$ cat config.mk
export PLATFORM = sky130hd
export DESIGN_NAME = irq_front
export DESIGN_NICKNAME = d
export VERILOG_FILES = /design/src/rtl/irq_front_pkg.sv /design/src/rtl/irq_sync.sv /design/src/rtl/irq_pend.sv /design/src/rtl/irq_pick.sv /design/src/rtl/irq_front.sv
export SDC_FILE = /design/constraint.sdc
export NUM_CORES = 1
export LEC_CHECK = 0
export CORE_ASPECT_RATIO = 0.9
export CORE_MARGIN = 4
export CORE_UTILIZATION = 43
export DETAILED_ROUTE_END_ITERATION = 12
export PLACE_DENSITY = 0.74
export SYNTH_ARGS = -nofsm -noshare
export SYNTH_HDL_FRONTEND = slang
export SYNTH_SLANG_ARGS = --single-unit
$ cat constraint.sdc
create_clock -name clk -period 6.7 [get_ports clk]
set_clock_uncertainty 0.1 [all_clocks]
set_input_delay 1.34 -clock clk [delete_from_list [all_inputs] [get_ports clk]]
set_output_delay 1.34 -clock clk [all_outputs]
set_load 0.02 [all_outputs]
$ cat src/rtl/irq_front_pkg.sv
package irq_front_pkg;
   typedef enum logic [1:0] {
      MODE_DED = 2'b00,
      MODE_EXP = 2'b01,
      MODE_MIX = 2'b10,
      MODE_ALT = 2'b11
   } irq_mode_e;
endpackage

$ cat src/rtl/irq_sync.sv
module irq_sync #(
   parameter int W      = 1,
   parameter int STAGES = 2
) (
   input  logic         clk,
   input  logic         rst_n,
   input  logic [W-1:0] d,
   output logic [W-1:0] q
);
   if (STAGES < 2) begin : g_bad_stages
      $error("irq_sync needs at least two stages");
   end

   logic [W-1:0] stg [STAGES];

   for (genvar s = 0; s < STAGES; s++) begin : g_stage
      always_ff @(posedge clk or negedge rst_n) begin
         if (!rst_n) stg[s] <= '1;
         else if (s == 0) stg[s] <= d;
         else stg[s] <= stg[(s == 0) ? 0 : s-1];
      end
   end

   assign q = stg[STAGES-1];
endmodule

$ cat src/rtl/irq_pend.sv
module irq_pend #(
   parameter int N = 8
) (
   input  logic         clk,
   input  logic         rst_n,
   input  logic [N-1:0] lines_s,
   input  logic [N-1:0] ded_mask,
   input  logic [N-1:0] edge_sel,
   input  logic [N-1:0] ack_hit,
   input  logic         flush,
   output logic [N-1:0] ded_req,
   output logic [N-1:0] pend_q
);
   logic [N-1:0] prev_q;

   always_ff @(posedge clk or negedge rst_n) begin
      if (!rst_n) prev_q <= '1;
      else prev_q <= lines_s;
   end

   for (genvar i = 0; i < N; i++) begin : g_line
      always_ff @(posedge clk or negedge rst_n) begin
         if (!rst_n) pend_q[i] <= 1'b0;
         else if (flush) pend_q[i] <= 1'b0;
         else if (!(ded_mask[i] && edge_sel[i])) pend_q[i] <= 1'b0;
         else if (prev_q[i] && !lines_s[i]) pend_q[i] <= 1'b1;
         else if (ack_hit[i]) pend_q[i] <= 1'b0;
      end
      assign ded_req[i] = ded_mask[i] & (edge_sel[i] ? pend_q[i] : ~lines_s[i]);
   end
endmodule

$ cat src/rtl/irq_pick.sv
module irq_pick #(
   parameter int N        = 8,
   parameter int DED_BASE = 8'h12,
   parameter int DED_STEP = 8'h10,
   parameter int NMI_VEC  = 8'hF8
) (
   input  logic         nmi_pend,
   input  logic [N-1:0] ded_req,
   input  logic         vec_req,
   input  logic [N-1:0] vec_val,
   output logic         valid,
   output logic [N-1:0] vec,
   output logic         nmi
);
   logic [N-1:0] ded_vec;

   always_comb begin
      ded_vec = '0;
      for (int i = 0; i < N; i++) begin
         if (ded_req[i]) ded_vec = N'(DED_BASE + i * DED_STEP);
      end
   end

   always_comb begin
      valid = 1'b0;
      vec   = '0;
      nmi   = 1'b0;
      if (nmi_pend) begin
         valid = 1'b1;
         nmi   = 1'b1;
         vec   = N'(NMI_VEC);
      end else if (|ded_req) begin
         valid = 1'b1;
         vec   = ded_vec;
      end else if (vec_req) begin
         valid = 1'b1;
         vec   = vec_val;
      end
   end
endmodule

$ cat src/rtl/irq_front.sv
module irq_front #(
   parameter int                 NUM_LINES = 8,
   parameter int                 MIX_DED   = 3,
   parameter logic [MIX_DED-1:0] MIX_FILL  = 3'b010,
   parameter int                 SYNC_STG  = 2,
   parameter int                 DED_BASE  = 8'h12,
   parameter int                 DED_STEP  = 8'h10,
   parameter int                 NMI_VEC   = 8'hF8,
   localparam int                IDX_W     = $clog2(NUM_LINES)
) (
   input  logic                 clk,
   input  logic                 rst_n,
   input  logic [NUM_LINES-1:0] req_n,
   input  logic                 nmi_n,
   input  logic [1:0]           mode,
   input  logic [NUM_LINES-1:0] edge_sel,
   input  logic                 ack,
   input  logic                 ack_nmi,
   input  logic [IDX_W-1:0]     ack_idx,
   output logic                 irq_valid,
   output logic [NUM_LINES-1:0] irq_vec,
   output logic                 irq_nmi
);
   import irq_front_pkg::*;

   localparam int VW = NUM_LINES - MIX_DED;
   localparam logic [NUM_LINES-1:0] MIX_MASK = {{MIX_DED{1'b1}}, {VW{1'b0}}};

   if (NUM_LINES < 2 || (1 << IDX_W) != NUM_LINES) begin : g_bad_lines
      $error("NUM_LINES must be a power of two of at least 2");
   end
   if (MIX_DED < 1 || MIX_DED >= NUM_LINES) begin : g_bad_mix
      $error("MIX_DED must leave at least one vectored pin");
   end

   logic [NUM_LINES:0]   all_s;
   logic [NUM_LINES-1:0] line_s, act, ded_mask, ack_hit, ded_req, pend_q, vec_val;
   logic                 nmi_s, nmi_prev, nmi_pend, vec_req, flush;
   irq_mode_e            mode_e, mode_q;

   irq_sync #(.W(NUM_LINES + 1), .STAGES(SYNC_STG)) u_sync (
      .clk(clk), .rst_n(rst_n), .d({nmi_n, req_n}), .q(all_s));

   assign line_s = all_s[NUM_LINES-1:0];
   assign nmi_s  = all_s[NUM_LINES];
   assign act    = ~line_s;
   assign mode_e = irq_mode_e'(mode);
   assign flush  = (mode_e != mode_q);

   always_ff @(posedge clk or negedge rst_n) begin
      if (!rst_n) mode_q <= MODE_DED;
      else mode_q <= mode_e;
   end

   always_comb begin
      ded_mask = '1;
      vec_req  = 1'b0;
      vec_val  = '0;
      case (mode_e)
         MODE_EXP: begin
            ded_mask = '0;
            vec_req  = |act;
            vec_val  = act;
         end
         MODE_MIX: begin
            ded_mask = MIX_MASK;
            vec_req  = |act[VW-1:0];
            vec_val  = {act[VW-1:0], MIX_FILL};
         end
         default: ded_mask = '1;
      endcase
   end

   assign ack_hit = (ack && !ack_nmi) ? (NUM_LINES'(1) << ack_idx) : '0;

   always_ff @(posedge clk or negedge rst_n) begin
      if (!rst_n) begin
         nmi_prev <= 1'b1;
         nmi_pend <= 1'b0;
      end else begin
         nmi_prev <= nmi_s;
         if (nmi_prev && !nmi_s) nmi_pend <= 1'b1;
         else if (ack && ack_nmi) nmi_pend <= 1'b0;
      end
   end

   irq_pend #(.N(NUM_LINES)) u_pend (
      .clk(clk), .rst_n(rst_n), .lines_s(line_s), .ded_mask(ded_mask),
      .edge_sel(edge_sel), .ack_hit(ack_hit), .flush(flush),
      .ded_req(ded_req), .pend_q(pend_q));

   irq_pick #(.N(NUM_LINES), .DED_BASE(DED_BASE), .DED_STEP(DED_STEP),
              .NMI_VEC(NMI_VEC)) u_pick (
      .nmi_pend(nmi_pend), .ded_req(ded_req), .vec_req(vec_req),
      .vec_val(vec_val), .valid(irq_valid), .vec(irq_vec), .nmi(irq_nmi));
endmodule

==> results of run 1 <==
## Yosys cell counts (2+ instances only)
cell / count / share of area, %
nor2_1: 5 / 1.1
and2_1: 3 / 1.1
dfrtp_1: 11 / 16
nand2b_1: 2 / 0.73
xor2_1: 2 / 1.0
o22ai_1: 5 / 1.8
inv_1: 14 / 3.1
a21oi_1: 7 / 2.0
nand2_1: 10 / 2.2
o31ai_1: 2 / 0.87
nor4b_2: 2 / 1.7
dfstp_2: 27 / 41
nor3_1: 3 / 0.87
a21o_1: 4 / 1.7
or2_2: 3 / 1.1
or2_1: 2 / 0.73
o21ai_0: 18 / 5.2
o21ai_2: 2 / 1.0
ha_1: 3 / 2.2
nand3_1: 2 / 0.58
a211oi_1: 2 / 0.87
a221o_1: 2 / 1.2
and3_1: 8 / 2.9
## worst max path at each step
stage            start          to  slack [ps]
5_1_grt        mode[0]  irq_vec[2]         900
3_5_place_dp   mode[0]  irq_vec[2]        1080
6_report       mode[0]  irq_vec[2]        1090
3_3_place_gp   mode[0]  irq_vec[2]        1250
2_1_floorplan  mode[0]  irq_vec[0]        2290
4_1_cts        mode[0]  irq_vec[2]        1070
## cells in the final DEF, fill, tap and decap left out, types with 2 or more instances in the layout
master and instances:
nand2b_1 2, and3_1 8, or2_1 2, ha_1 3
o21ai_2 2, dfrtp_1 11, nand3_1 2, o31ai_1 2
nor3_1 3, inv_1 14, or2_2 3, a21o_1 4
clkbuf_8 5, nor2_1 5, dfstp_2 27, a211oi_1 2
a21oi_1 7, nand2_1 10, o21ai_0 18, o22ai_1 5
and2_1 3, a221o_1 2, nor4b_2 2, xor2_1 2
clkdlybuf4s50_1 35
## metrics by stage
stage	instance area [sq um]	total power [uW]	hold WS, ps	util, %	worst slack, ps
2_1_floorplan	1717	298.3	245.2	-	2289
3_3_place_gp	2128	339.0	245.4	56.25	1245
3_5_place_dp	2128	341.4	246.8	56.25	1083
4_1_cts	2241	536.0	255.4	59.23	1072
5_1_grt	2241	556.0	262.3	59.23	896.6
6_report	2241	528.8	255.3	59.23	1089
## worst max-delay path, cell delays in order
cell             delay (ps)
clkdlybuf4s50_1         560
inv_1                    70
ha_1                    390
inv_1                   180
a21oi_1                 100
nand3b_4                200
nor4b_4                 410
nor4b_2                 280
clkdlybuf4s50_1         650
## cell families (layout without fill, tap and decap cells)
kind of cell	after synthesis	after routing
flip-flops	38	38
XOR/XNOR	2	2
adder cells (fa/ha/maj)	3	3
buffers and inverters	16	59
AO/OA/AOI/OAI	46	46
AND/OR/NAND/NOR	46	46
## layer usage
layer  share of wire (%)  vias to the layer above  track usage (%)
met4                0.59                        0            6.444
met1                  41                      620            19.14
li1                    -                      618                -
met2                  51                       51            27.74
met3                 7.3                        2            4.846
met5                   0                        -                0
## report_power, final
part	switching (uW)	total [uW]	leakage, uW	internal, uW
clock network	80.1	191	0.0000547	111
registers	9.02	255	0.000430	246
logic	41.3	82.4	0.000478	41.1
total	130	529	0.000963	398
## registers in the layout (all words and copies together), names as in the netlist
register / count
u_sync.stg: 9
u_pend.prev_q: 8
nmi_pend: 1
u_pend.pend_q: 8
u_sync.q: 9
nmi_prev: 1
mode_q: 2
## cell type report
cell class                 instances  area share (%)
sequential                        38           43.94
tap                               46           2.568
multi-input combinational         97           29.98
clock buffer                       5           3.071
clock inverter                     3           1.954
inverter                          15           2.513
timing repair buffer              36           15.97
==> results.sh, run 1 <==
export IMPL_n_fill_cell=323
export IMPL_layout_area_seq_sq_um=984.7
export IMPL_reg2reg_slack_ps=5220
export IMPL_cts_htree_levels=2
export IMPL_holdBufCountCts=0
export IMPL_holdCritStartpoint="u_sync.stg[10]"
export IMPL_post_cts_buffers=0
export IMPL_setup_worst_path_end_class="output pin"
export IMPL_regToRegEndpoint="u_pend.pend_q[0]"
export IMPL_first_pass_iters=4
export IMPL_worstRegToRegCells=3
export IMPL_synth_top_family_by_area="compound AO/OA/AOI/OAI gates"
export IMPL_synth_edf_count=0
export IMPL_area_delta_synth_final_pct=30.54
export IMPL_min_path_type="flop to flop"
export IMPL_instances_no_fill=240
export IMPL_finalSetupViolations=0
export IMPL_worstHoldEndpoint="u_sync.q[1]"
export IMPL_worst_pin_slew_ps=566.6
export IMPL_grt_first_pass_wirelength_mm=6.099
export IMPL_synth_distinct_cells=35
export IMPL_yosysSeqAreaShare_pct=57.36
export IMPL_multi_input_area_sq_um=671.9
export IMPL_cap_violations=0
export IMPL_grt_total_usage_pct=16.24
export IMPL_synth_flop_cell="dfstp_2"
export IMPL_worstPathArrival_ps=4170
export IMPL_initialDrtViolationCount=66
export IMPL_cts_buffer_depth=2
export IMPL_die_w_um=74.60
export IMPL_root_buffer="clkbuf_8"
export IMPL_ios=36
export IMPL_final_antenna_net_count=0
export IMPL_syn_area_sq_um=1717
export IMPL_p_per_area_nw_per_um2=236.0
export IMPL_grt_max_degree=39
export IMPL_core_sq_um=3784
export IMPL_clk_latency_ps=280
export IMPL_synth_fp_nets=180
export IMPL_crit_required_ps=5260
export IMPL_vias_per_cell=5.379
export IMPL_min_path_cells=0
export IMPL_synthAdderAreaFrac_pct=2.187
export IMPL_path_max_fanout=6
export IMPL_slew_headroom_pct=61.93
export IMPL_n_antenna_cell=0
export IMPL_timing_rr_start="mode_q[1]"
export IMPL_finalSetupTns_ps=0
export IMPL_rsz0062_at_grt="no"
export IMPL_wl_per_cell_um=14.94
export IMPL_num_vias=1291
export IMPL_hpwl_mm=2.761
export IMPL_gp_congestion=0.9577
export IMPL_drt_total_wl_mm=3.585
export IMPL_cts_tree="built"
export IMPL_post_route_min_period_ps=5611
export IMPL_antenna_found_initial=0
export IMPL_max_clock_freq_mhz=178.2
export IMPL_grt_pass1_vias=1333
export IMPL_synth_async_reset_ratio_pct=100.0
export IMPL_synth_warnings=0
export IMPL_drive_above_1_share_pct=25.77
export IMPL_cts_sinks=38
export IMPL_p_leak_uw=0.0009627
export IMPL_vdd_ir_drop_max_uv=165.1
export IMPL_place_inst=232
export IMPL_initial_utilization_pct=45.37
export IMPL_synth_compound_area_share_pct=18.37
export IMPL_rows=21
export IMPL_yosys_mux_area_fraction_pct=0
export IMPL_critical_path_class="primary input to output pin"
export IMPL_cts_resized=0
export IMPL_grt_overflow=0
export IMPL_port_buffers=35
export IMPL_cts_clk_slew_worst_paths_ps=80
export IMPL_die_height_um=67.94
export IMPL_numCtsBuffers=5
export IMPL_synth_area_per_cell_sq_um=11.37
export IMPL_outcome="finished, final reports clean"
export IMPL_netlist_instances=151
export IMPL_synth_simple_area_share_pct=17.57
export IMPL_layout_worst_path_cycle_share_pct=83.75
export IMPL_hold_viol_final=0
export IMPL_drc=0
export IMPL_setup_worst_path_start_class="primary input"
export IMPL_dieArea_sq_um=5068
export IMPL_layout_nets=222
export IMPL_synth_seq_cells=38
export IMPL_maxSlewViolCount=0
export IMPL_synth_xor_area_share_pct=1.020
Power figures use the tool's default switching activity.
==> inputs of run 2 (changes only) <==
PLACE_DENSITY = 0.77   (was 0.74)
clock period = 5 ns   (was 6.7 ns; I/O delays follow)
==> run 2 against run 1 <==
Effect of this change: wire length up 3.8%; flip-flop and latch count is the same; non-clock buffer count is the same; critical endpoint is now irq_vec[6]; largest power group unchanged; highest routed layer unchanged.
==> results.sh, run 2 (synthesis gave the netlist of run 1 again) <==
export IMPL_outcome="finished, final reports clean"
export IMPL_cts_tree="built"
export IMPL_initialDrtViolationCount=117
export IMPL_mostFrequentLayoutCells="clkdlybuf4s50_1, dfstp_2, o21ai_0"
export IMPL_cap_violations=0
export IMPL_grt_max_degree=39
export IMPL_cts_htree_levels=2
export IMPL_drc=0
export IMPL_critical_path_class="primary input to output pin"
export IMPL_numCtsBuffers=5
export IMPL_final_antenna_net_count=0
export IMPL_max_clock_freq_mhz=208.9
export IMPL_cts_clk_slew_worst_paths_ps=70
export IMPL_post_cts_buffers=0
export IMPL_final_common_cell="clkdlybuf4s50_1"
export IMPL_p_per_area_nw_per_um2=329.8
export IMPL_port_buffers=35
export IMPL_drive_above_1_share_pct=25.77
export IMPL_p_leak_uw=0.001015
export IMPL_maxSlewViolCount=0
export IMPL_timing_rr_start="mode_q[1]"
export IMPL_grt_busiest_layer="met2"
export IMPL_hold_slack_ps=253.8
export IMPL_worst_pin_slew_ps=586.3
export IMPL_ios=36
export IMPL_clk_latency_ps=280
export IMPL_dieArea_sq_um=5068
export IMPL_hpwl_mm=2.866
export IMPL_worstRegToRegCells=3
export IMPL_min_path_type="flop to flop"
export IMPL_hold_viol_final=0
export IMPL_rsz0062_at_grt="no"
export IMPL_drt_total_wl_mm=3.720
export IMPL_n_antenna_cell=0
export IMPL_cts_buffer_depth=2
export IMPL_die_height_um=67.94
export IMPL_n_fill_cell=330
export IMPL_antenna_found_initial=0
export IMPL_finalSetupViolations=0
export IMPL_crit_required_ps=3900
export IMPL_cts_resized=0
export IMPL_reg2reg_slack_ps=3510
export IMPL_holdBufCountCts=0
export IMPL_grtUsageMet3_pct=4.699
export IMPL_wl_per_cell_um=15.50
export IMPL_layout_worst_path_cycle_share_pct=95.72
export IMPL_layout_nets=222
export IMPL_use_met1_pct=20.56
export IMPL_worstPathArrival_ps=3690
export IMPL_grt_overflow=0
export IMPL_area_delta_synth_final_pct=32.29
export IMPL_vias_per_cell=5.375
export IMPL_die_w_um=74.60
export IMPL_post_route_min_period_ps=4786
export IMPL_cts_sinks=38
export IMPL_grt_first_pass_wirelength_mm=6.099
export IMPL_finalSetupTns_ps=0
export IMPL_core_sq_um=3784
export IMPL_critical_path_startpoint="mode[0]"
export IMPL_grt_total_usage_pct=16.30
export IMPL_first_pass_iters=4
export IMPL_met2_usage_pct=26.54
export IMPL_root_buffer="clkbuf_8"
export IMPL_initial_utilization_pct=45.37
export IMPL_rows=21
export IMPL_grt_pass1_vias=1308
export IMPL_worstSetupEndpoint="irq_vec[6]"
export IMPL_num_vias=1290
export IMPL_path_max_fanout=6
export IMPL_vdd_ir_drop_max_uv=206.2
export IMPL_setup_worst_path_end_class="output pin"
export IMPL_regToRegEndpoint="u_pend.pend_q[4]"
export IMPL_setup_worst_path_start_class="primary input"
export IMPL_gp_congestion=0.9433
export IMPL_slew_headroom_pct=60.61
[run 2: cell count changes in the layout (fill, tap and decap cells not counted)]
| cell | before | now |
|---|---|---|
| clkdlybuf4s50_1 | 35 | 33 |
| inv_4 | 1 | 0 |
| dlymetal6s2s_1 | 0 | 2 |
| clkinvlp_4 | 1 | 0 |
| clkbuf_16 | 0 | 1 |
| clkbuf_8 | 5 | 6 |
[run 2: worst min-delay path by stage]
stage | depth (start not counted) | endpoint | start | slack (ps)
2_1_floorplan | 0 | u_sync.q[0] | u_sync.stg[9] | 250
3_3_place_gp | 0 | u_sync.q[0] | u_sync.stg[9] | 250
3_5_place_dp | 0 | u_sync.q[5] | u_sync.stg[14] | 250
4_1_cts | 0 | u_sync.q[4] | u_sync.stg[13] | 260
5_1_grt | 0 | u_sync.q[5] | u_sync.stg[14] | 260
6_report | 0 | u_sync.q[1] | u_sync.stg[10] | 250
[run 2: metrics by stage]
stage	area (sq um)	power (uW)	util (%)	setup slack [ps]	instances
2_1_floorplan	1717	399.8	-	1269	151
3_3_place_gp	2128	455.6	56.25	218.8	232
3_5_place_dp	2128	459.5	56.25	79.86	232
4_1_cts	2266	756.6	59.89	88.58	240
5_1_grt	2271	781.1	60.02	63.08	240
6_report	2271	748.9	60.02	213.9	240
[run 2: worst max-delay path, cell delays in order]
cell	delay, ps
clkdlybuf4s50_1	550
inv_1	70
ha_1	390
inv_1	170
a21oi_1	100
nand3b_4	190
nor4b_4	410
a221o_1	210
clkdlybuf4s50_1	600
[run 2: area by class of cell]
cell class                 instances  area (sq um)  share of cell area (%)
clock inverter                     1         30.03                   1.322
multi-input combinational         97         671.9                   29.59
tap                               46         57.56                   2.534
timing repair buffer              36         362.8                   15.98
clock buffer                       7         107.6                   4.738
sequential                        38         984.7                   43.36
inverter                          15         56.30                   2.479
[run 2: where the power goes]
part / leakage, uW / switching [uW] / total [uW] / internal [uW]
registers: 0.000430 / 12.6 / 343 / 330
clock network: 0.0000696 / 102 / 295 / 193
logic: 0.000516 / 56.4 / 111 / 55.1
[run 2: routing by layer]
layer	share of wire [%]	vias to the layer above
li1	-	617
met2	48	54
met3	7.2	10
met4	1.9	0
met1	43	609
met5	0	-
==> inputs of run 3 (changes only) <==
SETUP_SLACK_MARGIN = 0.02   (was not set)
==> results of run 3 <==
The final DEF is identical to that of run 2; final timing and power are the same.
